**config.mk**
```make
export PLATFORM = sky130hd
export DESIGN_NAME = adc_seq_ctrl
export DESIGN_NICKNAME = d
export VERILOG_FILES = /design/src/rtl/adc_seq_pkg.sv /design/src/rtl/adc_seq_cfg.sv /design/src/rtl/adc_trig_edge.sv /design/src/rtl/adc_res_fmt.sv /design/src/rtl/adc_seq_ctrl.sv
export SDC_FILE = /design/constraint.sdc
export NUM_CORES = 1
export LEC_CHECK = 0
export BUFFER_PORTS_ARGS = -buffer_cell sky130_fd_sc_hd__buf_2
export CAP_MARGIN = 20
export CORE_MARGIN = 8
export CORE_UTILIZATION = 60
export CTS_CLUSTER_DIAMETER = 50
export CTS_CLUSTER_SIZE = 8
export DETAILED_ROUTE_END_ITERATION = 8
export GPL_TIMING_DRIVEN = 1
export PLACE_DENSITY = 0.82
export REMOVE_ABC_BUFFERS = 1
export SLEW_MARGIN = 20
export SYNTH_ARGS = -nofsm -noshare
export SYNTH_HDL_FRONTEND = slang
export SYNTH_SLANG_ARGS = --single-unit
export TNS_END_PERCENT = 50
```
**constraint.sdc**
```tcl
create_clock -name clk -period 5.8 [get_ports clk]
set_input_delay 1.16 -clock clk [delete_from_list [all_inputs] [get_ports clk]]
set_output_delay 1.16 -clock clk [all_outputs]
set_load 0.01 [all_outputs]
```
**src/rtl/adc_seq_pkg.sv**
```systemverilog
package adc_seq_pkg;

    localparam int DW    = 16;
    localparam int MAXR  = 12;
    localparam int CNT_W = 9;

    typedef enum logic [1:0] {
        ST_IDLE   = 2'd0,
        ST_SAMPLE = 2'd1,
        ST_CONV   = 2'd2
    } seq_st_e;

    typedef enum logic [1:0] {
        RES_12 = 2'd0,
        RES_10 = 2'd1,
        RES_8  = 2'd2,
        RES_6  = 2'd3
    } res_e;

    // sampling window in half ADC cycles
    function automatic logic [CNT_W-1:0] samp_halves(input logic [2:0] code);
        logic [CNT_W-1:0] h;
        case (code)
            3'd0:    h = CNT_W'(5);
            3'd1:    h = CNT_W'(15);
            3'd2:    h = CNT_W'(27);
            3'd3:    h = CNT_W'(57);
            3'd4:    h = CNT_W'(83);
            3'd5:    h = CNT_W'(111);
            3'd6:    h = CNT_W'(143);
            default: h = CNT_W'(479);
        endcase
        return h;
    endfunction

    function automatic int unsigned res_bits(input res_e r);
        case (r)
            RES_12:  return 12;
            RES_10:  return 10;
            RES_8:   return 8;
            default: return 6;
        endcase
    endfunction

    // conversion phase in half ADC cycles: R + 0.5 cycles
    function automatic logic [CNT_W-1:0] conv_halves(input res_e r);
        return CNT_W'(2 * res_bits(r) + 1);
    endfunction

endpackage

```
**src/rtl/adc_seq_cfg.sv**
```systemverilog
module adc_seq_cfg
    import adc_seq_pkg::*;
#(
    parameter int NUM_CH = 4,
    parameter int ADDR_W = 2,
    localparam int CH_W  = $clog2(NUM_CH),
    localparam int ST_W  = 3 * NUM_CH
) (
    input  logic              clk,
    input  logic              rst_n,
    input  logic              we,
    input  logic [ADDR_W-1:0] addr,
    input  logic [ST_W-1:0]   wdata,
    output logic              src_sw,
    output logic              left,
    output logic              dma_en,
    output res_e              res,
    output logic [CH_W-1:0]   ch,
    output logic [ST_W-1:0]   smpt,
    output logic              sw_start
);

    localparam logic [ADDR_W-1:0] A_CTRL  = ADDR_W'(0);
    localparam logic [ADDR_W-1:0] A_SMPT  = ADDR_W'(1);
    localparam logic [ADDR_W-1:0] A_START = ADDR_W'(2);

    typedef struct packed {
        logic            src_sw;
        logic            left;
        logic            dma_en;
        res_e            res;
        logic [CH_W-1:0] ch;
        logic [ST_W-1:0] smpt;
    } cfg_t;

    cfg_t cfg_d, cfg_q;

    always_comb begin
        cfg_d = cfg_q;
        if (we && addr == A_CTRL) begin
            cfg_d.src_sw = wdata[0];
            cfg_d.left   = wdata[1];
            cfg_d.dma_en = wdata[2];
            cfg_d.res    = res_e'(wdata[4:3]);
            cfg_d.ch     = wdata[5 +: CH_W];
        end
        if (we && addr == A_SMPT) begin
            cfg_d.smpt = wdata;
        end
    end

    always_ff @(posedge clk or negedge rst_n) begin
        if (!rst_n) begin
            cfg_q <= '0;
        end else begin
            cfg_q <= cfg_d;
        end
    end

    assign src_sw   = cfg_q.src_sw;
    assign left     = cfg_q.left;
    assign dma_en   = cfg_q.dma_en;
    assign res      = cfg_q.res;
    assign ch       = cfg_q.ch;
    assign smpt     = cfg_q.smpt;
    assign sw_start = we && (addr == A_START) && wdata[0];

endmodule

```
**src/rtl/adc_trig_edge.sv**
```systemverilog
module adc_trig_edge #(
    parameter int SYNC_STAGES = 2
) (
    input  logic clk,
    input  logic rst_n,
    input  logic trig_async,
    output logic rise
);

    localparam int SR_W = SYNC_STAGES + 1;

    logic [SR_W-1:0] sr_d, sr_q;

    always_comb begin
        sr_d = {sr_q[SR_W-2:0], trig_async};
    end

    always_ff @(posedge clk or negedge rst_n) begin
        if (!rst_n) begin
            sr_q <= '0;
        end else begin
            sr_q <= sr_d;
        end
    end

    // edge seen on the synchronized level against its previous value
    assign rise = sr_q[SR_W-2] & ~sr_q[SR_W-1];

endmodule

```
**src/rtl/adc_res_fmt.sv**
```systemverilog
module adc_res_fmt
    import adc_seq_pkg::*;
(
    input  logic [MAXR-1:0] raw,
    input  res_e            res,
    input  logic            left,
    output logic [DW-1:0]   word
);

    always_comb begin
        case (res)
            RES_12:  word = left ? {raw[11:0], 4'b0} : {4'b0, raw[11:0]};
            RES_10:  word = left ? {raw[9:0], 6'b0}  : {6'b0, raw[9:0]};
            RES_8:   word = left ? {raw[7:0], 8'b0}  : {8'b0, raw[7:0]};
            default: word = left ? {8'b0, raw[5:0], 2'b0} : {10'b0, raw[5:0]};
        endcase
    end

endmodule

```
**src/rtl/adc_seq_ctrl.sv**
```systemverilog
module adc_seq_ctrl
    import adc_seq_pkg::*;
#(
    parameter int NUM_CH = 4,
    parameter int ADDR_W = 2,
    localparam int CH_W  = $clog2(NUM_CH),
    localparam int ST_W  = 3 * NUM_CH
) (
    input  logic              clk,
    input  logic              rst_n,
    input  logic              cfg_we,
    input  logic [ADDR_W-1:0] cfg_addr,
    input  logic [ST_W-1:0]   cfg_wdata,
    input  logic              ext_trig,
    input  logic              cmp_bit,
    input  logic              dma_ack,
    output logic              busy,
    output logic              sh_hold,
    output logic              cmp_req,
    output logic [CH_W-1:0]   conv_ch,
    output logic [DW-1:0]     dout,
    output logic              eoc,
    output logic              dma_req
);

    logic            cfg_src_sw, cfg_left, cfg_dma_en, sw_start, trig_rise;
    res_e            cfg_res;
    logic [CH_W-1:0] cfg_ch;
    logic [ST_W-1:0] cfg_smpt;
    logic [2:0]      code_arr [NUM_CH];
    logic [DW-1:0]   fmt_word;
    logic            start;

    adc_seq_cfg #(.NUM_CH(NUM_CH), .ADDR_W(ADDR_W)) u_cfg (
        .clk      (clk),
        .rst_n    (rst_n),
        .we       (cfg_we),
        .addr     (cfg_addr),
        .wdata    (cfg_wdata),
        .src_sw   (cfg_src_sw),
        .left     (cfg_left),
        .dma_en   (cfg_dma_en),
        .res      (cfg_res),
        .ch       (cfg_ch),
        .smpt     (cfg_smpt),
        .sw_start (sw_start)
    );

    adc_trig_edge #(.SYNC_STAGES(2)) u_trig (
        .clk        (clk),
        .rst_n      (rst_n),
        .trig_async (ext_trig),
        .rise       (trig_rise)
    );

    for (genvar g = 0; g < NUM_CH; g++) begin : g_code
        assign code_arr[g] = cfg_smpt[3*g +: 3];
    end

    typedef struct packed {
        seq_st_e          st;
        logic [CNT_W-1:0] cnt;
        logic [MAXR-1:0]  sar;
        res_e             res;
        logic             left;
        logic [CH_W-1:0]  ch;
        logic [DW-1:0]    dout;
        logic             eoc;
        logic             dma_req;
    } seq_t;

    seq_t s_d, s_q;

    adc_res_fmt u_fmt (
        .raw  (s_q.sar),
        .res  (s_q.res),
        .left (s_q.left),
        .word (fmt_word)
    );

    assign start = (s_q.st == ST_IDLE) && (cfg_src_sw ? sw_start : trig_rise);

    always_comb begin
        s_d     = s_q;
        s_d.eoc = 1'b0;
        if (s_q.dma_req && dma_ack) begin
            s_d.dma_req = 1'b0;
        end
        case (s_q.st)
            ST_IDLE: begin
                if (start) begin
                    s_d.st   = ST_SAMPLE;
                    s_d.cnt  = samp_halves(code_arr[cfg_ch]) - CNT_W'(1);
                    s_d.res  = cfg_res;
                    s_d.left = cfg_left;
                    s_d.ch   = cfg_ch;
                    s_d.sar  = '0;
                end
            end
            ST_SAMPLE: begin
                if (s_q.cnt == '0) begin
                    s_d.st  = ST_CONV;
                    s_d.cnt = conv_halves(s_q.res) - CNT_W'(1);
                end else begin
                    s_d.cnt = s_q.cnt - CNT_W'(1);
                end
            end
            ST_CONV: begin
                if (s_q.cnt[0]) begin
                    s_d.sar = {s_q.sar[MAXR-2:0], cmp_bit};
                end
                if (s_q.cnt == '0) begin
                    s_d.st   = ST_IDLE;
                    s_d.dout = fmt_word;
                    s_d.eoc  = 1'b1;
                    if (cfg_dma_en) begin
                        s_d.dma_req = 1'b1;
                    end
                end else begin
                    s_d.cnt = s_q.cnt - CNT_W'(1);
                end
            end
            default: s_d.st = ST_IDLE;
        endcase
    end

    always_ff @(posedge clk or negedge rst_n) begin
        if (!rst_n) begin
            s_q <= '0;
        end else begin
            s_q <= s_d;
        end
    end

    assign busy    = (s_q.st != ST_IDLE);
    assign sh_hold = (s_q.st == ST_SAMPLE);
    assign cmp_req = (s_q.st == ST_CONV) && s_q.cnt[0];
    assign conv_ch = s_q.ch;
    assign dout    = s_q.dout;
    assign eoc     = s_q.eoc;
    assign dma_req = s_q.dma_req;

endmodule

```
==> impl_metrics.py <==
metrics = {
    "worst_setup_path": {
        "r2r-start": "s_q[44]",
        "critPathKind": "flop to output pin",
        "r2r_slack_ns": 2.97,
        "slowest_delay_ns": 0.68,
        "crit_path_start_kind": "flop",
        "cp-end-kind": "output pin",
        "rr_endpoint": "s_q[40]",
        "crit_path_top_delay_cell": "ha_1",
        "crit_chain": "inv_1 -> ha_1 -> and2_1 -> buf_2",
        "critPathMaxFanout": 22,
        "arrival_ns": 1.94,
        "cp_top_family": "adder cells",
        "crit_buf_inv": 2,
        "r2r_cells": 5,
        "cp.required_ns": 4.64,
    },
    "detailed_routing": {
        "drt_iter0_drc": 212,
        "vias": 2778,
        "drt_pass1_iterations": 5,
        "drc_errors": 0,
        "antenna_left": 0,
        "wl_per_cell_um": 17.0,
        "via_per_inst": 6.13,
        "drt-total-wl_mm": 7.70,
    },
    "clocking": {
        "cts_made_buffers": 9,
        "clock_latency_ns": 0.34,
        "cts_resized": 0,
        "clk_path_buf_depth": 2,
        "cts_setup_buffers": 0,
        "cts_tree": "done",
        "clk_pin_slew_ns": 0.08,
        "postCtsHoldBufs": 0,
        "htreeDepth": 3,
        "root_buffer": "clkbuf_8",
        "clock-sinks": 68,
    },
    "timing": {
        "final-hold-violation-count": 0,
        "min_period_ns": 3.10,
        "finalSetupViolCount": 0,
        "timing.fmax_ghz": 0.323,
        "skew_ns": 0.0108,
        "rsz0062_at_grt": "no",
        "setup_slack_ns": 2.70,
        "slew_headroom_pct": 44.5,
        "drv_slew": 0,
        "worstMarginPinSlew_ns": 0.832,
        "fin_setup_tns_ns": 0,
        "post-route-period-util_pct": 53.4,
    },
    "cells_and_area": {
        "fin_util_pct": 66.7,
        "synthToLayoutAreaGrowth_pct": 7.34,
        "fin_cells": 453,
        "diodes": 0,
        "layout.nets": 402,
        "final_common_cell": "dfrtp_1",
        "layout-drive-gt1-share_pct": 25.7,
        "layout_common_cells": "dfrtp_1, buf_2, o21ai_0",
    },
    "logic_synthesis": {
        "synth_edf_count": 0,
        "synth_area_um2": 3680,
        "yosys.area.top_type": "dfrtp_1",
        "synth-seq-cells": 68,
        "syn_inst": 357,
        "synth_area_per_cell_um2": 10.3,
        "ys_async_sr_fraction_pct": 100,
        "synthFlopType": "dfrtp_1",
        "synthTopCellsByArea": "dfrtp_1, mux2_2, o21ai_0",
        "ys_types": 59,
        "yosysWarningCount": 0,
        "synth-seq-area-share_pct": 46.2,
        "synth_top_area_share_pct": 46.2,
    },
    "global_routing": {
        "busiest_layer": "met2",
        "grt_pass1_vias": 2802,
        "grt_pass1_wl_mm": 13.4,
        "grt_use_total_pct": 18.9,
        "grt_use_met3_pct": 4.56,
        "grt_max_degree": 69,
        "antenna_found_initial": 0,
        "use_met1_pct": 23.0,
        "gr-usage-met2_pct": 31.0,
        "grt.overflow.total": 0,
    },
    "floorplanning": {
        "die-area_um2": 8900,
        "rows": 28,
        "core_um2": 5920,
        "die_w_um": 94.3,
        "start_util_pct": 62.2,
        "dieHeight_um": 94.3,
        "ios": 43,
    },
    "pwr": {
        "ir_drop_v": 0.000213,
        "p_total_mw": 1.77,
        "powerDensity_nw_per_um2": 449,
        "power.static_leakage_nw": 1.77,
    },
    "run": {
        "timing.max_cap.violations": 0,
    },
    "hold_path": {
        "holdPathEnd": "u_trig.sr_q[1]",
        "hp-class": "flop to flop",
        "min_path_cells": 0,
        "worstHoldStart": "u_trig.sr_q[0]",
    },
    "status": {
        "status": "finished clean",
    },
    "place": {
        "dp_hpwl_mm": 5.45,
        "placedCellCount": 437,
        "dpl_worst_slack_ns": 2.97,
        "gp_congestion": 0.901,
        "portBuffers": 42,
    },
}
[power breakdown]
group / leakage, nW / total (mW) / internal [mW] / switching, mW
sequential: 0.883 / 0.675 / 0.565 / 0.111
combinational: 0.800 / 0.750 / 0.295 / 0.455
clock: 0.0855 / 0.349 / 0.167 / 0.182
total: 1.77 / 1.77 / 1.03 / 0.748
[how the worst max path moves through the flow]
stage                startpoint  cells after the start  slack (ns)      end
floorplan           cfg_addr[0]                      5        3.14  s_q[23]
global placement        s_q[44]                      5        3.10  s_q[40]
detailed placement      s_q[44]                      5        2.97  s_q[40]
CTS                     s_q[44]                      4        2.68  cmp_req
global route            s_q[44]                      4        2.58  cmp_req
finish                  s_q[44]                      4        2.70  cmp_req
[stage by stage]
stage	instance area (um^2)	hold slack (ns)
floorplan	3450	0.331
global placement	3770	0.335
detailed placement	3770	0.339
CTS	3950	0.355
global route	3950	0.368
finish	3950	0.352
[cell type report]
type,count,area (um^2)
repair buffers,44,225
flip-flops and latches,68,1700
clock buffers,11,141
clock inverters,5,37.5
well taps,75,93.8
inverters,24,90.1
fillers,472,1970
multi-input cells,226,1660
[synthesized netlist by cell type (7+ instances only)]
cell type,number
nand2_1,25
ha_1,9
inv_1,23
nand3_1,15
dfrtp_1,68
a22o_1,8
clkbuf_1,13
a21oi_1,16
o21ai_0,37
nor2_1,10
mux2_2,24
a222oi_1,8
nor3_1,7
buf_4,18
[worst reg2reg max path, stage by stage (launching register included)]
cell	delay, ns
dfrtp_1	0.41
inv_1	0.09
ha_1	0.68
nand3_2	0.68
o21a_1	0.46
a221o_1	0.38
[sequential cells by signal (all words and copies together), names as in the netlist]
signal	cells
u_cfg.ch	2
dout	16
u_trig.sr_q	3
u_cfg.res	2
eoc	1
u_cfg.left	1
conv_ch	2
u_cfg.dma_en	1
u_cfg.src_sw	1
dma_req	1
s_q	26
u_cfg.smpt	12
[logic make-up after synthesis]
family / share of synthesized area [%]
AO/OA/AOI/OAI: 18.9
AND/OR/NAND/NOR: 12.6
flip-flops: 46.2
buffers and inverters: 8.64
multiplexers: 9.83
adder cells (fa/ha/maj): 3.06
XOR/XNOR: 0.714
[routing by layer]
metal	vias up	wire (um)
li1	1330	-
met1	1332	3290
met2	102	3760
met3	14	500
met4	0	145
met5	-	0
No activity file was read; power rests on OpenSTA's default activity.
